## src/rtl/drop_nth_filter.sv

```systemverilog
module drop_nth_filter #(
  parameter int DATA_W  = 64,
  parameter int CTRL_W  = 8,
  parameter int CNT_W   = 16,
  parameter int ADDR_W  = 8,
  parameter int N_RESET = 10
) (
  input  logic              clk,
  input  logic              rst_n,
  input  logic [DATA_W-1:0] in_data,
  input  logic [CTRL_W-1:0] in_ctrl,
  input  logic              in_wr,
  output logic              in_rdy,
  output logic [DATA_W-1:0] out_data,
  output logic [CTRL_W-1:0] out_ctrl,
  output logic              out_wr,
  input  logic              out_rdy,
  input  logic              reg_wr_en,
  input  logic [ADDR_W-1:0] reg_addr,
  input  logic [CNT_W-1:0]  reg_wdata,
  output logic [CNT_W-1:0]  reg_rdata,
  output logic [CNT_W-1:0]  pkt_count
);
  localparam logic [CTRL_W-1:0] HDR_CODE = {CTRL_W{1'b1}};
  localparam logic [ADDR_W-1:0] ADDR_EN  = ADDR_W'(0);
  localparam logic [ADDR_W-1:0] ADDR_N   = ADDR_W'(4);
  localparam logic [1:0] S_IDLE = 2'd0, S_HDR = 2'd1, S_BODY = 2'd2;

  logic [1:0]       st;
  logic             en, held_drop;
  logic [CNT_W-1:0] period;
  logic [CNT_W:0]   cnt_next;
  logic             acc, start, is_last, hit, drop_cur;
  logic             inc_counter, rst_counter;

  assign acc      = in_wr & in_rdy;
  assign start    = acc && (st == S_IDLE);
  assign is_last  = (in_ctrl != '0) && ((st == S_BODY) || (in_ctrl != HDR_CODE));
  assign cnt_next = {1'b0, pkt_count} + 1'b1;
  assign hit      = cnt_next >= {1'b0, period};
  assign drop_cur = start ? (en & hit) : held_drop;

  assign inc_counter = start & en & ~hit;
  assign rst_counter = start & (~en | hit);

  assign in_rdy   = held_drop | out_rdy;
  assign out_wr   = acc & ~drop_cur;
  assign out_data = in_data;
  assign out_ctrl = in_ctrl;

  always_comb begin
    if (reg_addr == ADDR_EN)     reg_rdata = {{(CNT_W-1){1'b0}}, en};
    else if (reg_addr == ADDR_N) reg_rdata = period;
    else                         reg_rdata = '0;
  end

  always_ff @(posedge clk) begin
    if (!rst_n) begin
      st        <= S_IDLE;
      held_drop <= 1'b0;
    end else if (acc) begin
      held_drop <= is_last ? 1'b0 : drop_cur;
      if (is_last)                                 st <= S_IDLE;
      else if (in_ctrl == HDR_CODE && st != S_BODY) st <= S_HDR;
      else                                         st <= S_BODY;
    end
  end

  always_ff @(posedge clk) begin
    if (!rst_n)           pkt_count <= '0;
    else if (rst_counter) pkt_count <= '0;
    else if (inc_counter) pkt_count <= cnt_next[CNT_W-1:0];
  end

  always_ff @(posedge clk) begin
    if (!rst_n) begin
      en     <= 1'b0;
      period <= CNT_W'(N_RESET);
    end else if (reg_wr_en) begin
      if (reg_addr == ADDR_EN) en     <= reg_wdata[0];
      if (reg_addr == ADDR_N)  period <= reg_wdata;
    end
  end
endmodule


```

## config.mk

```make
export PLATFORM = sky130hd
export DESIGN_NAME = drop_nth_filter
export DESIGN_NICKNAME = d
export VERILOG_FILES = /design/src/rtl/drop_nth_filter.sv
export SDC_FILE = /design/constraint.sdc
export NUM_CORES = 1
export LEC_CHECK = 0
export ABC_AREA = 1
export CAP_MARGIN = 10
export CORE_UTILIZATION = 25
export CTS_CLUSTER_SIZE = 20
export DETAILED_ROUTE_END_ITERATION = 10
export GPL_TIMING_DRIVEN = 0
export PLACE_DENSITY = 0.57
export SLEW_MARGIN = 25
export SYNTH_ARGS = -nofsm -noshare
export SYNTH_HDL_FRONTEND = slang
export SYNTH_SLANG_ARGS = --single-unit
```

## constraint.sdc

```tcl
create_clock -name clk -period 3.6 [get_ports clk]
set_input_delay 0.36 -clock clk [delete_from_list [all_inputs] [get_ports clk]]
set_output_delay 0.36 -clock clk [all_outputs]
set_load 0.02 [all_outputs]
```

---- Word level (Yosys, flattened, before mapping) ----
Index checks and enable logic that the tools add are counted.
storage, ports and cells
  flip-flop bits (word level) ............. 36
  input bits .............................. 101
operators by class
  reduce and logical (&&, ||, !) cells .... 10
  bitwise gates (word level) .............. 12
  multiplexer cells ....................... 6
  $lt $le $gt $ge ......................... 1
  eq/ne operators ......................... 5
  add/subtract/negate cells ............... 1
operators with widths
  operator                                                         count
  16-bit 2-to-1 mux                                                2
  16-bit by 1-bit adder with 17-bit output, second input constant  1
  17-bit by 16-bit greater-or-equal comparator with 1-bit output   1
  8-bit by 3-bit == test with 1-bit output, second input constant  1
  8-bit == test, second input constant                             1
  8-bit zero test                                                  1
  8-bit inequality test, second input constant                     1
  8-bit nonzero test                                               1
  1-bit AND                                                        6
  2-bit 2-to-1 mux                                                 2
  1-bit inverter                                                   4
  2-bit AND reduction                                              2
  1-bit logical AND                                                3
  2-bit == test, second input constant                             1
  2-bit zero test                                                  1
  1-bit 2-to-1 mux                                                 2
  2-bit inequality test, second input constant                     1
  1-bit OR                                                         2
  2-bit OR reduction                                               1
  1-bit logical OR                                                 1

---- Longest topological paths before layout ----
  depth after elaboration ................. 6
  gate-level depth with buffers ........... 21
  mapped depth without buffers ............ 21

---- Least setup slack after synthesis ----
OpenSTA, ideal clock, no wires.
  path type ............................... reg-to-output
  start ................................... register pkt_count[0]
  end ..................................... output port out_wr
  arrival ................................. 2565 ps
  buffers on the path ..................... 0
  cell stages (with the launch flop) ...... 15
  path slack .............................. 675 ps
  cell sequence ........................... dfxtp_1 -> ha_1 -> nand2_1 -> nor2_4 -> nand3_1 -> nor2_1 -> xor2_1 -> ha_1 -> a21oi_1 -> nor2_1 -> nor3_2 -> nand3_4 -> nand2_1 -> nand2_1 -> nor2_1
between the ends
  word-level cells in the longest chain between the ends .. 6
ends and longest elaborated chain
  element                                                         RTL line  text
  start, declared                                                 22        output logic [CNT_W-1:0] pkt_count
  start signal, assigned                                          72        else if (inc_counter) pkt_count <= cnt_next[CNT_W-1:0];
  16-bit by 1-bit adder with 17-bit output                        39        assign cnt_next = {1'b0, pkt_count} + 1'b1;
  via cnt_next[14]                                                32        logic [CNT_W:0] cnt_next;
  17-bit by 16-bit greater-or-equal comparator with 1-bit output  40        assign hit = cnt_next >= {1'b0, period};
  1-bit AND                                                       41        assign drop_cur = start ? (en & hit) : held_drop;
  1-bit 2-to-1 mux                                                41
  1-bit inverter                                                  47        assign out_wr = acc & ~drop_cur;
  1-bit AND                                                       47
  end, declared                                                   16        output logic out_wr,
The timed path passes the listed nets, and every way through them passes these cells.

---- Worst setup path after layout ----
Ends and elaborated chain as after synthesis.

==> out/metrics.csv <==
stage,metric,value,unit
clocking,later-pin clock latency in the skew report,0.28,ns
synth,Post-Syn Area,2889,sq um
setup_path,Crit path required time,3.24,ns
flow_run,max_cap viols,0,
setup_path,worst-path fanout max,6,
run_status,outcome,completed,
synth,syn_nets,537,
clocking,root buf cell,clkbuf_16,
timing,final setup fails,0,
final_layout,antenna diode count,0,
synth,Synth Instances,419,
synth,main combinational cell family by area after synthesis,simple AND/OR/NAND/NOR gates,
drt,vias,3020,
clocking,clock sinks,36,
synth,top post-synthesis cells by count,"buf_4 (72), nor2_1 (64), nand2_1 (58), inv_1 (51), dfxtp_1 (36)",
drt,TritonRoute pass-1 iters,4,
setup_path,type of origin of the critical path,flip-flop,
hold_path,Min-Delay Path Class,flip-flop to flip-flop,
power_and_ir_drop,P per Cell Area,267.7,nW/um^2
final_layout,Layout Cells excl Fill,710,
synth,Synth Area in XOR/XNOR,3.638,%
final_layout,share of cells above drive strength 1,19.47,%
final_layout,final core utilization,42.32,%
grt,initial antenna violation count,0,
drt,routed length per placed instance,11.50,um
synth,Post-synth ARST share,0,%
drt,Max Used Layer,met4,
floorplan,io pins,207,
synth,ys flop type,dfxtp_1,
timing,Setup Skew,0.004960,ns
setup_path,CP arrival,2.99,ns
floorplan,Die Ht,109.5,um
clocking,# H-tree levels,2,
synth,Yosys top cell by area,dfxtp_1,
timing,max-slew violations,0,
drt,vias per cell,4.254,
timing,Tmin final,3.354,ns
clocking,clk buf depth,2,
timing,worst hold slack,0.4823,ns
drt,DRC violations left,0,
synth,Synth warnings,0,
timing,Rel. slew slack,68.13,%
clocking,CTS Buf Count,5,
timing,worst slew pin tran,0.4780,ns
grt,largest net degree at the start of global routing,12,
clocking,hold_buf cts,0,
grt,total track usage,13.53,%
timing,ratio of final minimum period to clock period,93.17,%
timing,Final Hold Vio Count,0,
synth,adder-cell area share of the yosys netlist,7.362,%
synth,Synth top area share,24.95,%
drt,met3 WL,578,um
drt,final wirelength,8167,um
place,IO buf count,142,
floorplan,Die Wd,109.5,um
drt,wl on met1,3417,um
grt,first-pass GRT wire length,12800,um
final_layout,Nets,687,
setup_path,endpoint type of the worst setup path,output port,
synth,mux cell area share after synthesis,0,%
clocking,CTS tree,yes,
synth,post-synthesis cell type count,36,
synth,most common cell in the synthesized netlist,buf_4,
place,placed cell count,701,
synth,number of synthesized register bits,36,
final_layout,Syn-to-layout area delta,61.59,%
floorplan,Total Die Area,11990,sq um
place,GPL Wtd Cong,0.7781,
synth,Compound-Gate Fraction of Synth Area,9.398,%
power_and_ir_drop,leak pwr,0.002099,uW
timing,RSZ-0062 raised after global routing,no,
floorplan,core area,11030,sq um
floorplan,Initial Util,26.19,%
synth,Post-Synth Simple-Gate Area,27.37,%
synth,top post-synthesis cells by area,"dfxtp_1 (25%), buf_4 (19%), nor2_1 (8.3%), nand2_1 (7.5%), ha_1 (7.4%)",
setup_path,Setup CP Type,flip-flop to output port,
clocking,clock-pin transition on the worst setup and hold timing paths,0.06,ns
synth,Post-synth EDFFs,0,
place,DPL Wire Length,6785,um
synth,syn_area_per_cell,6.895,sq um
drt,DRT antenna net count,0,
timing,fmax,0.2981,GHz
floorplan,Core Rows,38,
power_and_ir_drop,Max rail drop VDD,0.2422,mV
grt,grt total ovfl,0,
grt,vias in the first global route,2858,
drt,Initial DRC Count,81,
synth,post-synthesis sequential area ratio,24.95,%
drt,wire length on met2,4080,um
==> report_power, final <==
| part | leakage [uW] | internal (uW) | switching [uW] |
|---|---|---|---|
| Clock | 0.0000766 | 273 | 165 |
| Combinational | 0.00173 | 213 | 178 |
| Sequential | 0.000294 | 409 | 12.5 |
==> state kept, by name (all words and copies together), names as in the netlist <==
name / flops
en: 1
held_drop: 1
period: 16
pkt_count: 16
st: 2
==> metrics by stage <==
stage	worst slack (ns)	power [uW]	setup TNS (ns)	area (sq um)
after floorplan	0.6755	652.2	0	2889
after global placement	0.03196	814.7	0	4486
after detailed placement	-0.08638	820.0	-0.08638	4486
after CTS	0.02158	1262	0	4651
after global routing	0.01644	1304	0	4668
final	0.2457	1250	0	4668
==> logic make-up (layout without fill, tap and decap cells) <==
logic type	count (synthesis)	in the layout
AOI/OAI and AO/OA	48	48
xor gates and xnor gates	12	12
buffers and inverters	135	286
and+or+nand+nor	171	171
adders and majority gates	17	17
DFF	36	36
==> layer usage <==
layer	vias up	global-route usage, %
li1	1540	-
met1	1346	15.94
met2	126	24.84
met3	8	2.667
met4	0	3.524
met5	-	0
==> final timing paths <==
kind | end | cells past startpoint | slack, ns | start
min | period[9] | 2 | 0.48 | period[9]
max reg2reg | pkt_count[1] | 17 | 0.51 | pkt_count[0]
min reg2reg | period[9] | 2 | 0.48 | period[9]
max | out_wr | 19 | 0.25 | pkt_count[0]
==> repair_timing <==
action,in CTS,in global routing
setup buffers,1,0
pin swaps,1,3
resized for setup,4,10
endpoints found under the setup margin,1,1
hold endpoints to repair,0,0
==> worst max-delay path: stages, from the launching register on <==
cell and delay (ns):
dfxtp_4 0.38, nand2_1 0.10, nor2_4 0.11, nand3_2 0.09, nor2_2 0.13, nand2_1 0.12, nor2_4 0.19, nand2_1 0.11
xor2_2 0.18, ha_1 0.29, nand2_1 0.05, nor2_1 0.15, nand4_1 0.14, nand2_1 0.08, nand2_1 0.11, nand3_4 0.12
nand2_1 0.09, nand2_1 0.10, nor2_1 0.05, buf_4 0.15
==> layout make-up <==
cell class | instances | area [sq um]
Buffer | 83 | 593.1
Clock buffer | 6 | 138.9
Clock inverter | 2 | 10.01
Fill cell | 1123 | 6362
Inverter | 52 | 195.2
Multi-Input combinational cell | 248 | 1403
Sequential cell | 36 | 726.9
Tap cell | 140 | 175.2
Timing Repair Buffer | 143 | 1426
==> cells in the final DEF, fill, tap and decap left out, types with 2 or more instances in the layout <==
master           Yosys  final
nor2_1              64     62
dfxtp_2              0      2
nand2_2              4      4
nor2_4               5      6
clkbuf_1             7      7
clkdlybuf4s50_1      0    141
nor2_2               2      3
clkinv_2             0      2
nor4_1               3      3
a21oi_1             22     22
clkbuf_16            0      5
dfxtp_1             36     33
xor2_1              11     10
inv_1               51     51
o211ai_1             3      3
nand3b_1             2      2
ha_1                17     17
o21ai_0             16     16
nand2_1             58     58
a21o_1               2      2
nand4_1              4      4
nand3_1             21     20
buf_2                3      3
buf_4               72     74
Power figures use the tool's default switching activity.
